`config.mk`:
```
export PLATFORM = sky130hd
export DESIGN_NAME = rriq_sched
export DESIGN_NICKNAME = d
export VERILOG_FILES = /design/src/rtl/rriq_pkg.sv /design/src/rtl/rriq_slot_ctr.sv /design/src/rtl/rriq_order_update.sv /design/src/rtl/rriq_level_map.sv /design/src/rtl/rriq_sched.sv
export SDC_FILE = /design/constraint.sdc
export NUM_CORES = 1
export LEC_CHECK = 0
export BUFFER_PORTS_ARGS = -buffer_cell sky130_fd_sc_hd__buf_4
export CAP_MARGIN = 20
export CORE_ASPECT_RATIO = 1.25
export CORE_MARGIN = 5
export CORE_UTILIZATION = 35
export DETAILED_ROUTE_END_ITERATION = 10
export PLACE_DENSITY = 0.63
export RECOVER_POWER = 25
export SYNTH_ARGS = -nofsm -noshare
export SYNTH_HDL_FRONTEND = slang
export SYNTH_SLANG_ARGS = --single-unit
```
`constraint.sdc`:
```
create_clock -name clk -period 11.1 [get_ports clk]
set_input_delay 2.22 -clock clk [delete_from_list [all_inputs] [get_ports clk]]
set_output_delay 2.22 -clock clk [all_outputs]
set_load 0.02 [all_outputs]
```
`src/rtl/rriq_pkg.sv`:
```
package rriq_pkg;

    localparam int DEF_SLOTS     = 4;
    localparam int DEF_QW        = 8;
    localparam int DEF_MAX_ISSUE = 2;

    // What happens to the slot sitting at one list position this cycle
    typedef enum logic {
        FATE_STAY   = 1'b0,
        FATE_ROTATE = 1'b1
    } slot_fate_e;

    function automatic slot_fate_e fate_of(input logic exhausted);
        return exhausted ? FATE_ROTATE : FATE_STAY;
    endfunction

    // Width needed to index n items (at least one bit)
    function automatic int idx_width(input int n);
        return (n > 1) ? $clog2(n) : 1;
    endfunction

endpackage

```
`src/rtl/rriq_slot_ctr.sv`:
```
module rriq_slot_ctr
    import rriq_pkg::*;
#(
    parameter int QW = DEF_QW,
    parameter int IW = 2
) (
    input  logic          clk,
    input  logic          rst,
    input  logic [QW-1:0] quantum_i,
    input  logic [IW-1:0] issue_i,
    output logic          exhaust_o
);

    logic [QW-1:0] remain_q;
    logic [QW-1:0] refill;
    logic [QW-1:0] issue_ext;

    // zero budget behaves as a budget of one
    assign refill    = (quantum_i == '0) ? QW'(1) : quantum_i;
    assign issue_ext = QW'(issue_i);
    assign exhaust_o = (issue_ext >= remain_q);

    always_ff @(posedge clk) begin
        if (rst) begin
            remain_q <= refill;
        end else if (exhaust_o) begin
            remain_q <= refill;
        end else begin
            remain_q <= remain_q - issue_ext;
        end
    end

endmodule

```
`src/rtl/rriq_order_update.sv`:
```
module rriq_order_update
    import rriq_pkg::*;
#(
    parameter int NUM_SLOTS = DEF_SLOTS,
    parameter int SW        = idx_width(DEF_SLOTS)
) (
    input  logic [NUM_SLOTS-1:0][SW-1:0] order_i,
    input  logic [NUM_SLOTS-1:0]         exhaust_i,
    output logic [NUM_SLOTS-1:0][SW-1:0] order_next_o
);

    localparam int CW = $clog2(NUM_SLOTS + 1);
    localparam logic [SW-1:0] LAST_POS = SW'(NUM_SLOTS - 1);

    slot_fate_e          fate     [NUM_SLOTS];
    logic [CW-1:0]       stay_acc [NUM_SLOTS+1];
    logic [CW-1:0]       rot_acc  [NUM_SLOTS+1];
    logic [SW-1:0]       dest     [NUM_SLOTS];

    assign stay_acc[0] = '0;
    assign rot_acc[0]  = '0;

    for (genvar p = 0; p < NUM_SLOTS; p++) begin : g_pos
        assign fate[p] = fate_of(exhaust_i[order_i[p]]);
        assign stay_acc[p+1] = stay_acc[p] + CW'(fate[p] == FATE_STAY);
        assign rot_acc[p+1]  = rot_acc[p]  + CW'(fate[p] == FATE_ROTATE);
        // survivors pack to the top, rotated slots fill from the bottom up
        assign dest[p] = (fate[p] == FATE_ROTATE) ? (LAST_POS - SW'(rot_acc[p]))
                                                  : SW'(stay_acc[p]);
    end

    always_comb begin
        order_next_o = '0;
        for (int p = 0; p < NUM_SLOTS; p++) begin
            order_next_o[dest[p]] = order_i[p];
        end
    end

endmodule

```
`src/rtl/rriq_level_map.sv`:
```
module rriq_level_map
    import rriq_pkg::*;
#(
    parameter int NUM_SLOTS = DEF_SLOTS,
    parameter int SW        = idx_width(DEF_SLOTS)
) (
    input  logic [NUM_SLOTS-1:0][SW-1:0] order_i,
    output logic [NUM_SLOTS-1:0][SW-1:0] level_o
);

    always_comb begin
        level_o = '0;
        for (int p = 0; p < NUM_SLOTS; p++) begin
            level_o[order_i[p]] = SW'(NUM_SLOTS - 1 - p);
        end
    end

endmodule

```
`src/rtl/rriq_sched.sv`:
```
module rriq_sched
    import rriq_pkg::*;
#(
    parameter int NUM_SLOTS = DEF_SLOTS,
    parameter int QW        = DEF_QW,
    parameter int MAX_ISSUE = DEF_MAX_ISSUE,
    parameter int IW        = $clog2(MAX_ISSUE + 1),
    parameter int SW        = idx_width(NUM_SLOTS)
) (
    input  logic                         clk,
    input  logic                         rst,
    input  logic [NUM_SLOTS-1:0][QW-1:0] quantum_i,
    input  logic [NUM_SLOTS-1:0][IW-1:0] issue_cnt_i,
    output logic [NUM_SLOTS-1:0][SW-1:0] order_o,
    output logic [NUM_SLOTS-1:0][SW-1:0] level_o
);

    logic [NUM_SLOTS-1:0]         exhaust;
    logic [NUM_SLOTS-1:0][SW-1:0] order_q;
    logic [NUM_SLOTS-1:0][SW-1:0] order_next;

    for (genvar s = 0; s < NUM_SLOTS; s++) begin : g_slot
        rriq_slot_ctr #(
            .QW (QW),
            .IW (IW)
        ) u_ctr (
            .clk       (clk),
            .rst       (rst),
            .quantum_i (quantum_i[s]),
            .issue_i   (issue_cnt_i[s]),
            .exhaust_o (exhaust[s])
        );
    end

    rriq_order_update #(
        .NUM_SLOTS (NUM_SLOTS),
        .SW        (SW)
    ) u_update (
        .order_i      (order_q),
        .exhaust_i    (exhaust),
        .order_next_o (order_next)
    );

    always_ff @(posedge clk) begin
        if (rst) begin
            for (int p = 0; p < NUM_SLOTS; p++) begin
                order_q[p] <= SW'(p);
            end
        end else begin
            order_q <= order_next;
        end
    end

    rriq_level_map #(
        .NUM_SLOTS (NUM_SLOTS),
        .SW        (SW)
    ) u_level (
        .order_i (order_q),
        .level_o (level_o)
    );

    assign order_o = order_q;

endmodule

```
---- Word level (Yosys, flattened, before mapping) ----
Cells that the tools add are included.
storage, ports and cells
  word-level logic and storage cells ...... 110
  register bits ........................... 40
  output and inout bits ................... 16
  bits of input ports ..................... 42
operators by class
  bitwise logic cells ..................... 12
  reductions and logical operators ........ 12
  $add $sub $neg .......................... 11
  order comparisons ....................... 20
  muxes and demuxes ....................... 47
operator list
  operator                                                               count
  8-bit 2-to-1 mux                                                       12
  2-bit demux with 2-bit select                                          8
  2-bit by 8-bit >= comparator with 1-bit output                         4
  8-bit zero test                                                        4
  8-bit by 2-bit subtractor with 8-bit output                            4
  8-bit bitwise mux                                                      3
  2-bit by 3-bit < comparator with 1-bit output, second input constant   8
  2-bit 2-to-1 mux                                                       12
  8-bit AND                                                              2
  2-bit by 1-bit >= comparator with 1-bit output, second input constant  8
  4-bit AND                                                              2
  1-bit binary-select mux with 2-bit select                              4
  1-bit logical AND                                                      8
  1-bit 2-to-1 mux                                                       8
  4-bit NOT                                                              2
  8-bit NOT                                                              1
  4-bit OR                                                               2
  1-bit by 1-bit adder with 2-bit output                                 2
  2-bit by 1-bit adder with 2-bit output                                 2
  2-bit subtractor, first input constant                                 2
  1-bit NOT                                                              3
  2-bit by 1-bit subtractor with 2-bit output, first input constant      1

---- Depth between registers and ports, before layout ----
Gate-level depths: netlist of run 1.
  word-level depth ........................ 13
  depth in mapped cells ................... 16
  depth with buffers taken out ............ 16

---- Hierarchy ----
From an unflattened synthesis of run 1, not the netlist that was laid out.
unflattened totals
  cells, all modules ...................... 328
  area total of the unflattened synthesis .. 2840.2 µm²
modules (own cells, without submodules)
  module                               cells each  area an instance (µm²)  times used  seq. area each (µm²)
  rriq_slot_ctr (g_slot[0].u_ctr ...)  53          478.0                   3           160.2
  rriq_order_update                    74          563.0                   1           0.0
  rriq_slot_ctr (g_slot[3].u_ctr)      53          476.7                   1           160.2
  rriq_sched                           16          210.2                   1           160.2
  rriq_level_map                       26          156.4                   1           0.0

---- Least setup slack after synthesis of run 1 ----
Ideal clock, no wire load.
  path type ............................... input -> register
  start ................................... input issue_cnt_i[4] in the netlist's numbering
  end ..................................... register order_q (netlist bit order_o[2])
  setup time .............................. 124 ps
  setup slack ............................. 6002 ps
  stages on the path ...................... 12
  path buffers ............................ 1
  data arrival time ....................... 4975 ps
  cells stage by stage .................... ha_1 -> fa_1 -> a21oi_1 -> nor4b_1 -> o22a_1 -> o21a_1 -> inv_1 -> fa_1 -> clkbuf_1 -> inv_1 -> a221oi_1 -> o21ai_0
between the ends
  word-level cells in the longest chain between the ends .. 13
  elaborated cells on any way between the ends .. 51
  those cells by class .................... add/sub: 7; order compare: 9; mux: 27; bitwise: 4; reduce/logical: 4
ends and longest elaborated chain
  what                                                                                               RTL line                 source
  from (decl)                                                                                        rriq_sched.sv:13         input logic [NUM_SLOTS-1:0][IW-1:0] issue_cnt_i,
  2-bit by 8-bit >= comparator with 1-bit output (*)                                                 rriq_slot_ctr.sv:21      assign exhaust_o = (issue_ext >= remain_q);
  1-bit binary-select mux with 2-bit select                                                          rriq_order_update.sv:24  assign fate[p] = fate_of(exhaust_i[order_i[p]]);
  1-bit 2-to-1 mux (implied by the code)                                                             rriq_order_update.sv:24
  1-bit 2-to-1 mux                                                                                   rriq_pkg.sv:14           return exhausted ? FATE_ROTATE : FATE_STAY;
  1-bit by 1-bit adder with 2-bit output, or another cell as far along                               rriq_order_update.sv:26  assign rot_acc[p+1] = rot_acc[p] + CW'(fate[p] == FATE_ROTATE);
  2-bit by 1-bit adder with 2-bit output, or another cell as far along                               rriq_order_update.sv:26
  2-bit subtractor, or another cell as far along                                                     rriq_order_update.sv:28  assign dest[p] = (fate[p] == FATE_ROTATE) ? (LAST_POS - SW'(rot_acc[p]))
  2-bit 2-to-1 mux, or another cell as far along                                                     rriq_order_update.sv:28
  2-bit by 3-bit < comparator with 1-bit output (implied by the code), or another cell as far along  rriq_order_update.sv:35  order_next_o[dest[p]] = order_i[p];
  1-bit logical AND (implied by the code), or another cell as far along                              rriq_order_update.sv:35
  2-bit 2-to-1 mux (implied by the code), or another cell as far along                               rriq_order_update.sv:35
  2-bit demux with 2-bit select / 8-bit bitwise mux (equally long branches)                          rriq_order_update.sv:35
  8-bit bitwise mux (*)                                                                              rriq_order_update.sv:35
  to (signal, indexed assignment)                                                                    rriq_sched.sv:47         order_q[p] <= SW'(p);
  to (signal assigned)                                                                               rriq_sched.sv:50         order_q <= order_next;
  to (decl)                                                                                          rriq_sched.sv:19         logic [NUM_SLOTS-1:0][SW-1:0] order_q;
Every way passes the cells marked *; elsewhere a longest branch is shown, timed or not. The select of a mux whose other input is x is not followed.
A chain may end at the register's enable or synchronous reset.

---- Final worst setup path of run 1 ----
  start ................................... input issue_cnt_i[6] in the netlist's numbering
  end ..................................... register order_q (netlist bit order_o[7])
The elaborated chain is that of the path after synthesis.

==> results of run 1 <==
critical path: stages:
cell and delay, ns:
clkbuf_4 0.10, ha_1 0.18, fa_1 0.22, a21oi_1 0.07, nor4b_1 0.64, nand2_1 0.11
o211ai_1 0.11, o21ai_0 0.28, fa_1 0.84, nand2_1 0.14, o311ai_0 0.13, a21oi_1 0.12
a221oi_2 0.28
final timing paths:
check,end
setup / recovery,order_o[7]
hold / removal,g_slot[2].u_ctr.remain_q[2]
setup reg to reg,order_o[7]
hold reg to reg,g_slot[2].u_ctr.remain_q[2]
stage by stage:
stage	std cells	cell area [µm²]
2_1_floorplan	335	2690
3_3_place_gp	470	3180
3_5_place_dp	470	3180
4_1_cts	478	3270
5_1_grt	478	3230
6_report	478	3230
cell usage after synthesis, types with 7 or more instances:
master	count	area, µm²
nor2_1	48	180
dfxtp_1	40	801
a21oi_1	35	175
inv_1	26	97.6
nand2_1	25	93.8
clkbuf_1	14	52.6
ha_1	14	175
xnor2_1	12	105
nand2b_1	10	62.6
nor4_1	10	62.6
o21ai_0	9	45.0
nor3_1	8	40.0
xor2_1	8	70.1
a211oi_1	7	52.6
mux2i_1	7	70.1
cells by family (layout without fill, tap and decap cells):
group	count (synthesis)	after routing
fa+ha+maj	19	19
compound gates	83	83
mux	10	10
xor+xnor	20	20
buf+inv	41	92
simple gates	122	122
flops	40	40
area by class of cell:
type                            count  area, µm²
Clock inverter                      1       7.51
Fill cell                         779       4220
Clock buffer                        7       86.3
Multi-Input combinational cell    254       1730
Tap cell                           92        115
Timing Repair Buffer               58        390
Inverter                           26       97.6
Sequential cell                    40        801
report_power, final:
part / switching, W / internal, W / total, W
Combinational: 0.000162 / 0.000119 / 0.000281
Clock: 0.0000521 / 0.0000506 / 0.000103
Sequential: 0.0000563 / 0.000173 / 0.000230
Total: 0.000270 / 0.000343 / 0.000614
routing by layer:
metal	vias up	share of wire	track usage
met5	-	0	0
met4	0	0.027	0.0724
met3	12	0.057	0.0244
met2	68	0.48	0.234
met1	1145	0.43	0.164
li1	1281	-	-
flip-flops by register name, summed over array words and instances, names as in the netlist:
signal / cells
g_slot.u_ctr.remain_q: 32
order_o: 8
==> metrics.md, run 1 <==
| Metric | Value |
|---|---|
| Core Util, Final | `0.434` |
| Most frequent cells in the layout | `nor2_1, buf_4, dfxtp_1, a21oi_1, inv_1` |
| YS warnings | `0` |
| I/O Buffers | `57` |
| CP required | `11.30 ns` |
| CP startpoint | `issue_cnt_i[6]` |
| Wire per inst | `13.4 µm` |
| Chip Width | `88.4 µm` |
| Final wirelength | `6.41 mm` |
| Clock-pin slew on the worst setup and hold paths | `0.07 ns` |
| Worst hold start | `g_slot[2].u_ctr.remain_q[2]` |
| Final worst slack | `5.85 ns` |
| Worst hold slack | `0.539 ns` |
| First-pass GRT wire length | `10.8 mm` |
| Iter 0 DRT Violations | `103` |
| Overall power | `0.000614 W` |
| Peak VDD IR | `0.000113 V` |
| Worst hold path stage count | `2` |
| Clock Path Buffers | `2` |
| DP Worst Slack | `5.56 ns` |
| Distinct cells, synth | `46` |
| Clock root cell | `clkbuf_8` |
| Post-Syn Nets | `396` |
| Starting density of the core | `0.361` |
| Slew HR | `0.395` |
| Post-Synth XOR/XNOR Area | `0.0652` |
| Post-CTS Hold Fix Bufs | `0` |
| Vias in the first global route | `2,451` |
| Adder-Cell Fraction of Synth Area | `0.102` |
| Post-synthesis sequential area ratio | `0.298` |
| Setup CP Type | `in2reg` |
| Vias per cell | `5.24` |
| R2R depth | `13` |
| Largest net degree at the start of global routing | `21` |
| Upper clock frequency limit | `191 MHz` |
| Final Setup Violations | `0` |
| Combinational family with the most area after synthesis | `simple AND/OR/NAND/NOR gates` |
| Post-synth EDFFs | `0` |
| Full die area | `9540 µm²` |
| Antenna cells | `0` |
| Setup Fix Bufs, Post-CTS | `0` |
| Sink Count | `40` |
| CP Max Fanout | `11` |
| Die H | `108 µm` |
| Syn avg cell area | `8.02 µm²` |
| Core area | `7440 µm²` |
| Routed Antenna Nets | `0` |
| Via total after detailed routing | `2,506` |
| Worst-skew pair later-pin latency | `0.30 ns` |
| Reg2reg setup slack | `7.54 ns` |
| Status | `complete, no violations` |
| Crit end category | `flop` |
| Area Growth Syn to Fin | `20.2%` |
| CTS tree | `yes` |
| Synth Flop Type | `dfxtp_1` |
| Startpoint types | `input port` |
| Multiplexer share of the synthesized area | `0.0470` |
| H-tree levels | `2` |
| Simple-gate share of the synthesized area | `0.231` |
| Final nets | `446` |
| P_leak | `1.31 nW` |
| Final hold violation count | `0` |
| GR Util All Layers | `0.138` |
| Worst-margin pin slew | `0.905 ns` |
| Post-synthesis compound-gate area fraction | `0.199` |
| Hold Crit Class | `reg2reg` |
| Crit path DAT | `5.45 ns` |
| Dpl hpwl | `4.91 mm` |
| CTS Buf Count | `5` |
| Layout cells sized above 1 | `0.163` |
| Max Cap Viol | `0` |
| Share of flip-flops with an asynchronous set or reset | `0` |
| GR Overflow Total | `0` |
| Min Tclk post-route | `5.25 ns` |
| Period utilisation layout | `0.473` |
| Initial antenna violation count | `0` |
| 1st-pass router iterations | `4` |
| Final Max Slew Viols | `0` |
| I/O pin cnt | `58` |
| Fin Clk Skew | `0.0112 ns` |
| Reg-to-Reg Start | `g_slot[3].u_ctr.remain_q[0]` |
| Remaining DRCs | `0` |
| Final setup TNS | `0 ns` |
| Synth Register Bits | `40` |
| RSZ-0062 raised after global routing | `false` |
| Synth Cell Area | `2690 µm²` |
| Post-CTS Resized | `0` |
| Cells after synthesis | `335` |
| Most common cell after layout, fill and taps aside | `nor2_1` |
| # rows | `35` |
| Final Wtd Congestion | `0.950` |
| PwrDens | `190 nW/µm²` |
(Power assumes the default switching activity.)
==> inputs of run 2 (changes only) <==
==> constraint.sdc (replaced) <==
create_clock -name clk -period 5.4 [get_ports clk]
set_input_delay 1.08 -clock clk [delete_from_list [all_inputs] [get_ports clk]]
set_output_delay 1.08 -clock clk [all_outputs]
set_load 0.02 [all_outputs]
==> metrics.md, run 2 (synthesis results as in run 1) <==
| Metric | Value |
|---|---|
| Placed Instance Area | `3180 µm² (unchanged)` |
| Wire per inst | `13.2 µm (-1.8%)` |
| Chip Width | `88.4 µm (unchanged)` |
| Fin Clk Skew | `0.00548 ns (-0.00577 ns)` |
| CTS tree | `yes` |
| Worst-skew pair later-pin latency | `0.29 ns (about the same)` |
| CP peak stage delay | `0.66 ns (-0.18 ns)` |
| Max Cap Viol | `0 (unchanged)` |
| Reg2reg setup slack | `1.90 ns (-5.64 ns)` |
| Die H | `108 µm (unchanged)` |
| Full die area | `9540 µm² (unchanged)` |
| I/O Buffers | `57 (unchanged)` |
| Hold Path End | `g_slot[2].u_ctr.remain_q[2]` |
| Vias per cell | `5.26 (+0.32%)` |
| Hold Crit Class | `reg2reg` |
| Setup CP Type | `in2reg` |
| R2r endpoint | `order_o[7]` |
| Peak VDD IR | `0.000214 V (+89%)` |
| Final hold violation count | `0 (unchanged)` |
| Dpl hpwl | `4.86 mm (-0.94%)` |
| Setup Fix Bufs, Post-CTS | `0 (unchanged)` |
| Sink Count | `40 (unchanged)` |
| Placed Cells | `470 (unchanged)` |
| Critical Path, Cell by Cell | `buf_4, ha_1, fa_1, a21oi_1, nor4b_1, clkbuf_1, nand2_1, o21ai_0, o21ai_0, fa_1, nand2_1, o311ai_0, a21oi_1, a22oi_1` |
| Post-CTS Resized | `0 (unchanged)` |
| First-pass GRT wire length | `10.5 mm (-2.8%)` |
| Final Wtd Congestion | `0.950 (about the same)` |
| FF+latch area | `801 µm² (unchanged)` |
| Layout fillers | `757 (-2.8%)` |
| Final Non-Filler Cells | `478 (unchanged)` |
| Crit path DAT | `4.21 ns (-1.24 ns)` |
| # rows | `35 (unchanged)` |
| Iter 0 DRT Violations | `110 (+6.8%)` |
| Min Tclk post-route | `4.05 ns` |
| Area of the multi-input gates | `1730 µm² (unchanged)` |
| Worst hold slack | `0.537 ns (-0.00211 ns)` |
| Sequential power share | `0.375 (about the same)` |
| R2R depth | `13 (unchanged)` |
| Final Cell Area | `3230 µm² (unchanged)` |
| Core area | `7440 µm² (unchanged)` |
| Antenna cells | `0 (unchanged)` |
| Cell family with most CP delay | `adder cells` |
| Post-CTS Hold Fix Bufs | `0 (unchanged)` |
| Crit end category | `flop` |
| Overall power | `0.00125 W (+100%)` |
| Layout cells sized above 1 | `0.163 (unchanged)` |
| Largest Register | `g_slot.u_ctr.remain_q` |
| CTS Buf Count | `5 (unchanged)` |
| Comb pwr share | `0.460 (+0.002)` |
| Slew HR | `0.405 (+0.0101)` |
| H-tree levels | `2 (unchanged)` |
| RSZ-0062 raised after global routing | `false` |
| Worst hold path stage count | `2 (unchanged)` |
| I/O pin cnt | `58 (unchanged)` |
| Most frequent cells in the layout | `nor2_1, buf_4, dfxtp_1, a21oi_1, inv_1` |
| Largest net degree at the start of global routing | `21 (unchanged)` |
| GR Util All Layers | `0.133 (-0.00474)` |
| Final setup TNS | `0 ns (unchanged)` |
| Period utilisation layout | `0.750` |
| CP Max Fanout | `11 (unchanged)` |
| Via total after detailed routing | `2,514 (+0.32%)` |
| Sw frac | `0.437 (-0.00331)` |
| Reg-to-Reg Start | `g_slot[3].u_ctr.remain_q[0]` |
| Clock root cell | `clkbuf_8` |
| Status | `complete, no violations` |
| Area Growth Syn to Fin | `20.2% (unchanged)` |
| Worst path buffer plus inverter count | `2 (+1)` |
| GR Overflow Total | `0 (unchanged)` |
| Final Max Slew Viols | `0 (unchanged)` |
| Remaining DRCs | `0 (unchanged)` |
| Worst hold start | `g_slot[2].u_ctr.remain_q[2]` |
| Max reg flops | `32 (unchanged)` |
| Final wirelength | `6.29 mm (-1.8%)` |
| Vias in the first global route | `2,427 (-0.98%)` |
| Routed Antenna Nets | `0 (unchanged)` |
| Initial antenna violation count | `0 (unchanged)` |
| 1st-pass router iterations | `4 (unchanged)` |
| CP required | `5.56 ns (-5.74 ns)` |
| Upper clock frequency limit | `247 MHz` |
| Net Switching | `0.000548 W (+100%)` |
| Slowest-stage cell, CP | `fa_1` |
| Int Pwr | `0.000705 W (+110%)` |
| Clock Path Buffers | `2 (unchanged)` |
| Clock-pin slew on the worst setup and hold paths | `0.07 ns (about the same)` |
| Worst-margin pin slew | `0.889 ns (-0.0151 ns)` |
| P_leak | `1.31 nW (unchanged)` |
| Final nets | `446 (unchanged)` |
| Clock share of power | `0.165 (-0.002)` |
| Startpoint types | `input port` |
| PwrDens | `388 nW/µm² (+100%)` |
| Starting density of the core | `0.361 (unchanged)` |
| Final Setup Violations | `0 (unchanged)` |
| Most common cell after layout, fill and taps aside | `nor2_1` |
## run 2: per-stage QoR
step	worst slack (ns)	util
2_1_floorplan	1.44	-
3_3_place_gp	1.12	0.427
3_5_place_dp	1.06	0.427
4_1_cts	1.37	0.440
5_1_grt	0.887	0.434
6_report	1.35	0.434
## run 2: metal layers
layer | track usage | up-vias | part of all wire
met5 | 0 | - | 0
li1 | - | 1283 | -
met4 | 0.0648 | 0 | 0.020
met3 | 0.0236 | 10 | 0.071
met1 | 0.162 | 1134 | 0.42
met2 | 0.225 | 87 | 0.49
## run 2: worst reg2reg max path: stages (launching register included)
cell and delay, ns:
dfxtp_1 0.30, inv_1 0.04, ha_1 0.17, fa_1 0.21
a21oi_1 0.07, nor4b_1 0.61, nand2_1 0.11, o211ai_1 0.11
o21ai_0 0.28, fa_1 0.84, nand2_1 0.14, o311ai_0 0.13
a21oi_1 0.12, a221oi_2 0.28
## run 2: final cells by class
class,count,area share
clock inverters,1,0.00232
multi-input cells,254,0.536
repair buffers,58,0.121
well taps,92,0.0356
inverters,26,0.0302
flip-flops and latches,40,0.248
clock buffers,7,0.0267
## run 2: worst max-delay path by stage
stage                    from          to  cells past startpoint
2_1_floorplan  issue_cnt_i[4]  order_o[2]                     12
3_3_place_gp   issue_cnt_i[6]  order_o[7]                     13
3_5_place_dp   issue_cnt_i[4]  order_o[5]                     14
4_1_cts        issue_cnt_i[6]  order_o[7]                     13
5_1_grt        issue_cnt_i[4]  order_o[4]                     15
6_report       issue_cnt_i[4]  order_o[6]                     14
## run 2: power by group through the flow
stage                     sequential [W]  combinational [W]  clock, W
after CTS                       0.000472           0.000610  0.000218
after global placement          0.000477           0.000599         0
final                           0.000471           0.000576  0.000207
after detailed placement        0.000478           0.000607         0
after floorplan                 0.000436           0.000447         0
after global routing            0.000486           0.000638  0.000229
==> inputs of run 3 (changes only) <==
==> constraint.sdc (replaced) <==
create_clock -name clk -period 3.85 [get_ports clk]
set_input_delay 0.77 -clock clk [delete_from_list [all_inputs] [get_ports clk]]
set_output_delay 0.77 -clock clk [all_outputs]
set_load 0.02 [all_outputs]
==> metrics.md, run 3 (synthesis results as in run 1) <==
| Metric | Value |
|---|---|
| Area Growth Syn to Fin | `23.3%` |
| Post-CTS Hold Fix Bufs | `0 (unchanged)` |
| Worst-margin pin slew | `0.819 ns (-0.0704 ns)` |
| Critical Path, Cell by Cell | `clkbuf_4, ha_1, fa_1, a21oi_1, nor4b_1, nand2_1, o21ai_0, o21a_1, inv_1, fa_1, nand2_1, o311ai_0, a21oi_1, a221oi_2` |
| Hold Crit Class | `reg2reg` |
| DP Worst Slack | `-0.238 ns (-1.29 ns)` |
| Core area | `7440 µm² (unchanged)` |
| Min Tclk post-route | `3.50 ns` |
| Final Setup Violations | `0 (unchanged)` |
| Peak VDD IR | `0.000337 V (+58%)` |
| Slew HR | `0.452 (+0.0471)` |
| Via total after detailed routing | `2,541 (+1.1%)` |
| CTS tree | `yes` |
| H-tree levels | `2 (unchanged)` |
| Dpl hpwl | `5.06 mm (+4.0%)` |
| Final hold violation count | `0 (unchanged)` |
| Overall power | `0.00187 W (+49%)` |
| Sink Count | `40 (unchanged)` |
| CP required | `4.06 ns (-1.50 ns)` |
| Final wirelength | `6.53 mm (+3.8%)` |
| RSZ-0062 raised after global routing | `false` |
| Routed Antenna Nets | `0 (unchanged)` |
| Remaining DRCs | `0 (unchanged)` |
| Crit path DAT | `3.70 ns (-0.51 ns)` |
| Wire per inst | `13.5 µm (+2.5%)` |
| Status | `complete, no violations` |
| Full die area | `9540 µm² (unchanged)` |
| Cell family with most CP delay | `adder cells` |
| First-pass GRT wire length | `10.8 mm (+2.8%)` |
| CTS Buf Count | `5 (unchanged)` |
| Setup CP Type | `in2reg` |
| Max Cap Viol | `0 (unchanged)` |
| Clock Path Buffers | `2 (unchanged)` |
| Initial antenna violation count | `0 (unchanged)` |
| PwrDens | `564 nW/µm² (+45%)` |
| Iter 0 DRT Violations | `100 (-9.1%)` |
| Most common cell after layout, fill and taps aside | `buf_4` |
| Vias per cell | `5.25 (-0.18%)` |
| Antenna cells | `0 (unchanged)` |
| Starting density of the core | `0.361 (unchanged)` |
| Clock root cell | `clkbuf_8` |
| I/O pin cnt | `58 (unchanged)` |
| CP Max Fanout | `7 (-4)` |
| 1st-pass router iterations | `4 (unchanged)` |
| Fin Clk Skew | `0.00348 ns (-0.00200 ns)` |
| Max reg flops | `32 (unchanged)` |
| Slowest-stage cell, CP | `fa_1` |
| I/O Buffers | `57 (unchanged)` |
| Final Max Slew Viols | `0 (unchanged)` |
| Upper clock frequency limit | `286 MHz` |
| Most frequent cells in the layout | `buf_4, nor2_1, dfxtp_1, a21oi_1, inv_1` |
| # rows | `35 (unchanged)` |
| Chip Width | `88.4 µm (unchanged)` |
| Worst path buffer plus inverter count | `2 (unchanged)` |
| Final nets | `452 (+1.3%)` |
| Clock-pin slew on the worst setup and hold paths | `0.08 ns (about the same)` |
| Final Wtd Congestion | `0.950 (unchanged)` |
| GR Util All Layers | `0.140 (+0.00623)` |
| CP peak stage delay | `0.64 ns (-0.02 ns)` |
| Crit end category | `flop` |
| Startpoint types | `input port` |
| Final worst slack | `0.354 ns (-0.995 ns)` |
| Vias in the first global route | `2,412 (-0.62%)` |
| P_leak | `1.36 nW (+3.8%)` |
| Final Cell Area | `3310 µm² (+2.6%)` |
| Worst-skew pair later-pin latency | `0.29 ns (about the same)` |
| Largest Register | `g_slot.u_ctr.remain_q` |
| Period utilisation layout | `0.908` |
| GR Overflow Total | `0 (unchanged)` |
| Layout cells sized above 1 | `0.189 (+0.0256)` |
| Die H | `108 µm (unchanged)` |
| Placed Instance Area | `3230 µm² (+1.4%)` |
| Largest net degree at the start of global routing | `21 (unchanged)` |
## run 3: worst min-delay path, stage by stage, from the launching register on
cell and delay (ns):
dfxtp_1 0.35, nand2b_1 0.08, a31oi_1 0.07
## run 3: cell type report
class | count | area, µm²
flip-flops and latches | 40 | 801
fillers | 776 | 4130
repair buffers | 64 | 447
inverters | 26 | 97.6
multi-input cells | 254 | 1740
clock inverters | 2 | 35.0
well taps | 92 | 115
clock buffers | 6 | 72.6
## run 3: per-stage QoR
step	std cells	setup TNS [ns]	hold WS [ns]	util
finish	484	0	0.540	0.445
CTS	484	0	0.544	0.448
global route	484	0	0.570	0.445
global placement	476	-0.0250	0.516	0.433
floorplan	335	0	0.493	-
detailed placement	476	-1.39	0.524	0.433
## run 3: path summary, 6_finish.rpt
check / endpoint / cells past startpoint / slack, ns / start
worst min-delay path: g_slot[1].u_ctr.remain_q[2] / 2 / 0.54 / g_slot[1].u_ctr.remain_q[2]
worst min register to register: g_slot[1].u_ctr.remain_q[2] / 2 / 0.54 / g_slot[1].u_ctr.remain_q[2]
worst max-delay path: order_o[7] / 14 / 0.35 / issue_cnt_i[2]
worst max register to register: order_o[7] / 10 / 0.56 / g_slot[2].u_ctr.remain_q[3]
## run 3: what timing repair did
action	CTS	global route
endpoints found under the setup margin	0	7
endpoints found under the hold margin	0	0
resized for setup	0	2
setup buffers	0	0
## run 3: layer usage
| layer | GRT usage | up-vias | routed length [µm] |
|---|---|---|---|
| met4 | 0.0626 | 0 | 112 |
| met3 | 0.0259 | 7 | 336 |
| li1 | - | 1301 | - |
| met5 | 0 | - | 0 |
| met1 | 0.170 | 1176 | 2810 |
| met2 | 0.236 | 57 | 3270 |
## run 3: power by group
group | internal (W) | total (W) | switching, W
combinational | 0.000389 | 0.000862 | 0.000472
sequential | 0.000500 | 0.000664 | 0.000164
clock | 0.000192 | 0.000342 | 0.000149
